===== src/rtl/qdll_pkg.sv =====
package qdll_pkg;

  typedef enum logic [1:0] {
    STEP_HOLD = 2'd0,
    STEP_UP   = 2'd1,
    STEP_DN   = 2'd2
  } step_e;

  // Quadrants 0 and 3 sit before the T/4 point and ask for more delay;
  // the invert control flips the sense of every zone.
  function automatic logic zone_adds(input logic [1:0] quad, input logic inv);
    return (quad[1] ~^ quad[0]) ^ inv;
  endfunction

endpackage


===== src/rtl/qdll_phase_det.sv =====
module qdll_phase_det #(
  parameter int SYNC_N = 2
) (
  input  logic clk,
  input  logic rst_n,
  input  logic fb_clk,
  input  logic invert,
  output logic ref_clk_o,
  output logic edge_vld,
  output logic edge_up
);
  import qdll_pkg::*;

  logic [1:0]        phase_q;
  logic [SYNC_N-1:0] sync_q;
  logic              fb_last_q;
  logic [1:0]        quad;

  always_ff @(posedge clk or negedge rst_n) begin
    if (!rst_n) phase_q <= '0;
    else        phase_q <= phase_q + 2'd1;
  end

  assign ref_clk_o = ~phase_q[1];

  always_ff @(posedge clk or negedge rst_n) begin
    if (!rst_n) sync_q[0] <= 1'b0;
    else        sync_q[0] <= fb_clk;
  end

  for (genvar s = 1; s < SYNC_N; s++) begin : g_sync
    always_ff @(posedge clk or negedge rst_n) begin
      if (!rst_n) sync_q[s] <= 1'b0;
      else        sync_q[s] <= sync_q[s-1];
    end
  end

  always_ff @(posedge clk or negedge rst_n) begin
    if (!rst_n) fb_last_q <= 1'b0;
    else        fb_last_q <= sync_q[SYNC_N-1];
  end

  // The rise shows up SYNC_N cycles after the quadrant in which it landed.
  assign quad     = phase_q - 2'(SYNC_N);
  assign edge_vld = sync_q[SYNC_N-1] & ~fb_last_q;
  assign edge_up  = zone_adds(quad, invert);

endmodule


===== src/rtl/qdll_vote.sv =====
module qdll_vote #(
  parameter int VOTE_N = 16
) (
  input  logic             clk,
  input  logic             rst_n,
  input  logic             clr,
  input  logic             edge_vld,
  input  logic             edge_up,
  output logic             step_vld,
  output qdll_pkg::step_e  step_dir
);
  import qdll_pkg::*;

  localparam int SPAN = VOTE_N * 4;
  localparam int IW   = $clog2(SPAN);
  localparam int VCW  = $clog2(VOTE_N + 2);
  localparam logic [IW-1:0]  LAST = IW'(SPAN - 1);
  localparam logic [VCW-1:0] VSAT = '1;

  logic [IW-1:0]  icnt_q;
  logic [VCW-1:0] ups_q, dns_q;
  logic           vote_up, vote_dn;

  assign vote_up = edge_vld & edge_up;
  assign vote_dn = edge_vld & ~edge_up;

  always_ff @(posedge clk or negedge rst_n) begin
    if (!rst_n) begin
      icnt_q   <= '0;
      ups_q    <= '0;
      dns_q    <= '0;
      step_vld <= 1'b0;
      step_dir <= STEP_HOLD;
    end else if (clr) begin
      icnt_q   <= '0;
      ups_q    <= '0;
      dns_q    <= '0;
      step_vld <= 1'b0;
      step_dir <= STEP_HOLD;
    end else if (icnt_q == LAST) begin
      icnt_q   <= '0;
      step_vld <= 1'b1;
      if (ups_q > dns_q)      step_dir <= STEP_UP;
      else if (dns_q > ups_q) step_dir <= STEP_DN;
      else                    step_dir <= STEP_HOLD;
      ups_q <= {{(VCW-1){1'b0}}, vote_up};
      dns_q <= {{(VCW-1){1'b0}}, vote_dn};
    end else begin
      icnt_q   <= icnt_q + IW'(1);
      step_vld <= 1'b0;
      if (vote_up && ups_q != VSAT) ups_q <= ups_q + VCW'(1);
      if (vote_dn && dns_q != VSAT) dns_q <= dns_q + VCW'(1);
    end
  end

endmodule


===== src/rtl/qdll_tap_lock.sv =====
module qdll_tap_lock #(
  parameter int TAP_W   = 7,
  parameter int TAP_MIN = -16,
  parameter int TAP_MAX = 47,
  parameter int LOCK_N  = 8
) (
  input  logic                    clk,
  input  logic                    rst_n,
  input  logic                    restart,
  input  logic                    inv_chg,
  input  logic                    step_vld,
  input  qdll_pkg::step_e         step_dir,
  output logic signed [TAP_W-1:0] tap,
  output logic                    locked,
  output logic                    at_min,
  output logic                    at_max
);
  import qdll_pkg::*;

  localparam int LW = $clog2(LOCK_N + 1);
  localparam logic signed [TAP_W-1:0] TMIN = TAP_W'(TAP_MIN);
  localparam logic signed [TAP_W-1:0] TMAX = TAP_W'(TAP_MAX);
  localparam logic [LW-1:0] ALT_LAST = LW'(LOCK_N - 1);
  localparam logic [LW-1:0] ALT_SAT  = LW'(LOCK_N);

  logic [LW-1:0] alt_q;
  step_e         prev_q;
  logic          prev_vld_q;

  always_ff @(posedge clk or negedge rst_n) begin
    if (!rst_n) begin
      tap        <= '0;
      locked     <= 1'b0;
      alt_q      <= '0;
      prev_q     <= STEP_HOLD;
      prev_vld_q <= 1'b0;
    end else if (restart) begin
      tap        <= '0;
      locked     <= 1'b0;
      alt_q      <= '0;
      prev_q     <= STEP_HOLD;
      prev_vld_q <= 1'b0;
    end else if (inv_chg) begin
      locked     <= 1'b0;
      alt_q      <= '0;
      prev_vld_q <= 1'b0;
    end else if (step_vld) begin
      case (step_dir)
        STEP_UP: if (tap != TMAX) tap <= tap + TAP_W'(1);
        STEP_DN: if (tap != TMIN) tap <= tap - TAP_W'(1);
        default: ;
      endcase
      if (step_dir == STEP_HOLD) begin
        alt_q <= '0;
      end else if (prev_vld_q && step_dir != prev_q) begin
        if (alt_q == ALT_LAST) locked <= 1'b1;
        if (alt_q != ALT_SAT)  alt_q  <= alt_q + LW'(1);
      end else begin
        alt_q <= '0;
      end
      prev_q     <= step_dir;
      prev_vld_q <= (step_dir != STEP_HOLD);
    end
  end

  assign at_min = (tap == TMIN);
  assign at_max = (tap == TMAX);

endmodule


===== src/rtl/qdll_ctrl.sv =====
module qdll_ctrl #(
  parameter int TAP_W   = 7,
  parameter int TAP_MIN = -16,
  parameter int TAP_MAX = 47,
  parameter int VOTE_N  = 16,
  parameter int LOCK_N  = 8,
  parameter int SYNC_N  = 2
) (
  input  logic                    clk,
  input  logic                    rst_n,
  input  logic                    restart,
  input  logic                    invert,
  input  logic                    fb_clk,
  output logic                    ref_clk_o,
  output logic signed [TAP_W-1:0] tap,
  output logic                    locked,
  output logic                    at_min,
  output logic                    at_max
);
  import qdll_pkg::*;

  logic  inv_d_q;
  logic  inv_chg;
  logic  edge_vld, edge_up;
  logic  step_vld;
  step_e step_dir;

  always_ff @(posedge clk or negedge rst_n) begin
    if (!rst_n) inv_d_q <= 1'b0;
    else        inv_d_q <= invert;
  end

  assign inv_chg = invert ^ inv_d_q;

  qdll_phase_det #(.SYNC_N(SYNC_N)) u_det (
    .clk      (clk),
    .rst_n    (rst_n),
    .fb_clk   (fb_clk),
    .invert   (invert),
    .ref_clk_o(ref_clk_o),
    .edge_vld (edge_vld),
    .edge_up  (edge_up)
  );

  qdll_vote #(.VOTE_N(VOTE_N)) u_vote (
    .clk     (clk),
    .rst_n   (rst_n),
    .clr     (restart | inv_chg),
    .edge_vld(edge_vld),
    .edge_up (edge_up),
    .step_vld(step_vld),
    .step_dir(step_dir)
  );

  qdll_tap_lock #(
    .TAP_W  (TAP_W),
    .TAP_MIN(TAP_MIN),
    .TAP_MAX(TAP_MAX),
    .LOCK_N (LOCK_N)
  ) u_tap (
    .clk     (clk),
    .rst_n   (rst_n),
    .restart (restart),
    .inv_chg (inv_chg),
    .step_vld(step_vld),
    .step_dir(step_dir),
    .tap     (tap),
    .locked  (locked),
    .at_min  (at_min),
    .at_max  (at_max)
  );

endmodule


===== config.mk =====
export PLATFORM = sky130hd
export DESIGN_NAME = qdll_ctrl
export DESIGN_NICKNAME = d
export VERILOG_FILES = /design/src/rtl/qdll_pkg.sv /design/src/rtl/qdll_phase_det.sv /design/src/rtl/qdll_vote.sv /design/src/rtl/qdll_tap_lock.sv /design/src/rtl/qdll_ctrl.sv
export SDC_FILE = /design/constraint.sdc
export NUM_CORES = 1
export LEC_CHECK = 0
export BUFFER_PORTS_ARGS = -buffer_cell sky130_fd_sc_hd__buf_2
export CORE_MARGIN = 8
export CORE_UTILIZATION = 45
export CTS_CLUSTER_DIAMETER = 80
export DETAILED_ROUTE_END_ITERATION = 6
export GPL_TIMING_DRIVEN = 0
export REMOVE_ABC_BUFFERS = 1
export SLEW_MARGIN = 20
export SYNTH_ARGS = -nofsm -noshare
export SYNTH_HDL_FRONTEND = slang
export SYNTH_SLANG_ARGS = --single-unit

===== constraint.sdc =====
create_clock -name clk -period 2.4 [get_ports clk]
set_clock_uncertainty 0.05 [all_clocks]
set_input_delay 0.24 -clock clk [delete_from_list [all_inputs] [get_ports clk]]
set_output_delay 0.24 -clock clk [all_outputs]
set_load 0.01 [all_outputs]

==> parameters.txt <==
Parameter                              Value

Logic synthesis
  Synthesized-area fraction occupied by xor and xnor cells ... 7.18%
  Synthesized instance count ... 237
  Combinational family with the most area after synthesis ... simple AND/OR/NAND/NOR gates
  Share of the synthesized area in compound gates (AO/OA/AOI/OAI) ... ~10%
  Fraction of registers with async set or reset after synthesis ... 100%
  Distinct cell type count of the synthesized netlist ... 43
  Main synth FF type ... sky130_fd_sc_hd__dfrtp_1
  Number of enable-type register cells in the synthesized netlist ... 0
  Share of synthesized cell area in and, or, nand and nor gates ... between 20% and 30%
  Adder-cell area share of the yosys netlist ... 7.85%
  Total of warnings raised by yosys ... 0
  Mean cell area of the mapped netlist ... 9.41 sq um
  Synthesized area ... approximately 2200 sq um
  Sequential element share of the synthesized area ... 44.9%
  Flops & latches, synth ... 40
  Multiplexer share of the synthesized area ... 1.96%

Drt
  Number of vias per cell ... 5.12
  Routed wire length per instance ... 12.6 microns
  Count of TritonRoute iterations in the first routing pass ... 4
  Antenna-violating nets left ... 0
  Routed wire length ... 4040 microns
  Residual DRC count ... 0
  Number of DRC markers in iteration 0 ... 47
  Vias ... 1,645

GRT
  Grt ovf ... 0
  GRT Total Usage ... 11.8%
  Pin count of the biggest net entering global routing ... 41
  Vias in the first global route ... between 1,500 and 2,000
  Number of antenna violations at the first check in global routing ... 0
  Wire length of the first global-routing pass ... 7140 microns

Finish
  Number of standard cells in the final layout excluding fillers ... between 300 and 400
  Fraction of layout instances using a drive strength above 1 ... 11.4%
  Number of diodes added for antenna fixing ... 0
  Number of nets in the layout ... 272
  Area Overhead vs Synth ... 12.0%

Clock network
  Buffer count from post-CTS setup fixing ... 0
  TritonCTS clock tree ... done
  Root buffer cell ... sky130_fd_sc_hd__clkbuf_8
  Number of clock sinks ... 40
  Total clock buffers created by CTS ... 5
  H-tree level count ... 2
  Clock latency on the worst-skew pair ... 0.29 ns
  Maximum number of buffers from clock root to sink ... 2
  Register clock-pin slew on the reported worst setup and hold paths ... approximately 0.080 ns

Run status
  Violated checks ... negative hold slack
  Outcome ... complete, but fails checks

Floorplanning
  Floorplan Core Area ... around 4800 sq um
  Area of the die ... 7470 sq um
  Die Span Y ... about 86 microns
  Starting density of the core ... 46.9%
  Die W ... just under 90 microns
  Count of standard-cell rows ... 25
  Boundary pin count ... 16

Power and ir drop
  Maximum ir drop on the vdd rail ... 0.288 mV
  Power density normalized to cell area ... 537 nW/um^2
  Post-layout total power ... 0.00134 W
  Leakage power ... 1.15 nW

STA
  Setup Viol. Count Final ... 0
  Worst slew pin tran ... 0.871 ns
  Worst setup margin ... approximately 0.17 ns
  Final-report hold violation count ... 2
  Maximum frequency from static timing analysis ... 449 MHz
  Worst Hold Margin ... -0.00558 ns
  Minimum clock period after layout ... between 2 and 2.5 ns
  Setup repair after global routing missed its margin ... false
  Worst slew slack as a fraction of its limit ... 41.9%
  Count of final max-slew check failures ... 0
  Final clock period utilization by the worst path ... 92.9%

Hold path
  Min-Delay Path Class ... in -> async

Placed design
  Number of placed cells counting well taps ... roughly 310
  Final GP Congestion ... between 0.7 and 0.8
  Number of buffer cells added on primary ports ... 15
  Pre-CTS setup slack ... -0.0679 ns
  HPWL reported at the end of detailed placement ... 2880 microns

Critical path
  Arrival time at the worst endpoint ... 2.36 ns
  CP endpoint kind ... flop
  Peak per-stage delay on the critical path ... between 0.4 and 0.5 ns
  Worst-path fanout max ... 11
  Worst endpoint required time ... 2.53 ns
  Crit-path slowest cell ... sky130_fd_sc_hd__dfrtp_2
  Crit start category ... flop
  Worst-path cell chain ... nand2b_4, xnor2_1, ha_1, nor2_1, nand3_1, or3_1, a31oi_1, mux2_1
  Kind of critical path ... reg -> reg

Flow run
  Max Cap Violations ... 0
[critical path, delay by kind of cell (launching register included)]
| family | cells | cell delay (ns) |
|---|---|---|
| simple gates | 4 | 0.71 |
| flops | 1 | 0.46 |
| mux | 1 | 0.34 |
| fa+ha+maj | 1 | 0.22 |
| compound gates | 1 | 0.20 |
| xor+xnor | 1 | 0.15 |
[placed cells by master, fill, tap and decap left out, types with 5 or more instances in the layout]
| master | instances |
|---|---|
| sky130_fd_sc_hd__xnor2_1 | 8 |
| sky130_fd_sc_hd__nand2_1 | 19 |
| sky130_fd_sc_hd__xor2_1 | 5 |
| sky130_fd_sc_hd__inv_1 | 13 |
| sky130_fd_sc_hd__nand2b_1 | 8 |
| sky130_fd_sc_hd__o21ai_0 | 8 |
| sky130_fd_sc_hd__ha_1 | 14 |
| sky130_fd_sc_hd__nand4_1 | 7 |
| sky130_fd_sc_hd__nor2_1 | 30 |
| sky130_fd_sc_hd__nand3_1 | 9 |
| sky130_fd_sc_hd__a21oi_1 | 17 |
| sky130_fd_sc_hd__buf_2 | 15 |
| sky130_fd_sc_hd__and3_1 | 6 |
| sky130_fd_sc_hd__or3_1 | 6 |
| sky130_fd_sc_hd__clkbuf_8 | 7 |
| sky130_fd_sc_hd__dfrtp_1 | 39 |
| sky130_fd_sc_hd__nor2b_1 | 5 |
[what timing repair did]
action | CTS | global route
endpoints found under the setup margin | 1 | 1
hold buffers | 0 | 1
hold endpoints to repair | 0 | 1
resized for setup | 1 | 2
[synth_stat cells (2+ instances only)]
| library cell | count | area, sq um |
|---|---|---|
| sky130_fd_sc_hd__nand2b_1 | 9 | 56.3 |
| sky130_fd_sc_hd__nand3_1 | 9 | 45.0 |
| sky130_fd_sc_hd__clkbuf_1 | 4 | 15.0 |
| sky130_fd_sc_hd__nor2_1 | 30 | 113 |
| sky130_fd_sc_hd__inv_1 | 13 | 48.8 |
| sky130_fd_sc_hd__nor2b_1 | 5 | 31.3 |
| sky130_fd_sc_hd__xnor2_1 | 8 | 70.1 |
| sky130_fd_sc_hd__nor4_1 | 2 | 12.5 |
| sky130_fd_sc_hd__buf_2 | 2 | 10.0 |
| sky130_fd_sc_hd__a31oi_1 | 3 | 18.8 |
| sky130_fd_sc_hd__ha_1 | 14 | 175 |
| sky130_fd_sc_hd__nand4_1 | 7 | 43.8 |
| sky130_fd_sc_hd__dfrtp_1 | 40 | 1000 |
| sky130_fd_sc_hd__or3_1 | 6 | 37.5 |
| sky130_fd_sc_hd__xor2_1 | 5 | 43.8 |
| sky130_fd_sc_hd__nand2_1 | 19 | 71.3 |
| sky130_fd_sc_hd__o21ai_0 | 8 | 40.0 |
| sky130_fd_sc_hd__mux2_1 | 3 | 33.8 |
| sky130_fd_sc_hd__and3_1 | 6 | 37.5 |
| sky130_fd_sc_hd__nand3b_1 | 3 | 22.5 |
| sky130_fd_sc_hd__nor3_1 | 2 | 10.0 |
| sky130_fd_sc_hd__a21oi_1 | 17 | 85.1 |
| sky130_fd_sc_hd__o21a_1 | 2 | 15.0 |
[layer usage]
metal,part of all wire [%],track usage (%)
met5,0,0
met4,0.89,3.29
met3,4.1,3.59
met2,46,20.0
met1,49,14.0
[kinds of logic after synthesis]
kind of cell,after synthesis
AND/OR/NAND/NOR,105
flip-flops,40
AO/OA/AOI/OAI,38
buffers and inverters,21
XOR/XNOR,15
adder cells (fa/ha/maj),14
multiplexers,4
[per-stage QoR]
stage / setup TNS (ns) / util, % / area, sq um / hold WS (ns)
final: 0 / 52.6 / 2500 / -0.00558
after global routing: 0 / 52.6 / 2500 / 0.0706
after CTS: 0 / 52.2 / 2480 / 0.0000676
after detailed placement: -0.0679 / 49.5 / 2350 / 0.287
after global placement: -0.0815 / 49.5 / 2350 / 0.284
after floorplan: 0 / - / 2190 / -0.106
[final cells by class]
class / count / area, sq um
Clock buffer: 7 / 96.3
Clock inverter: 1 / 30.0
Fill cell: 465 / 2260
Inverter: 14 / 52.6
Multi-Input combinational cell: 176 / 1150
Sequential cell: 40 / 1000
Tap cell: 67 / 83.8
Timing Repair Buffer: 16 / 85.1
[worst paths after layout]
check | start | endpoint | slack [ns] | depth (start not counted)
max | u_vote.step_dir[0] | u_tap.tap[6] | 0.17 | 8
min | rst_n | u_tap.alt_q[2] | -0.006 | 1
max reg2reg | u_vote.step_dir[0] | u_tap.tap[6] | 0.17 | 8
min reg2reg | u_det.sync_q[0] | u_det.sync_q[1] | 0.30 | 0
max in group asynchronous | rst_n | u_vote.step_dir[0] | 1.68 | 1
min in group clk | invert | inv_d_q | 0.07 | 1
[power breakdown]
group          internal (W)  leakage [nW]  switching [W]  total (W)
registers          0.000680         0.543     0.00000454   0.000685
clock network      0.000367        0.0645       0.000231   0.000598
logic             0.0000175         0.545      0.0000402  0.0000577
total               0.00106          1.15       0.000276    0.00134
[sequential cells by signal, indices dropped and copies added (netlist names)]
name,cells
inv_d_q,1
u_det.fb_last_q,1
u_det.phase_q,2
u_det.sync_q,2
u_tap.alt_q,4
u_tap.locked,1
u_tap.prev_q,2
u_tap.prev_vld_q,1
u_tap.tap,7
u_vote.dns_q,5
u_vote.icnt_q,6
u_vote.step_dir,2
u_vote.step_vld,1
u_vote.ups_q,5
No activity file was read; power rests on OpenSTA's default activity.
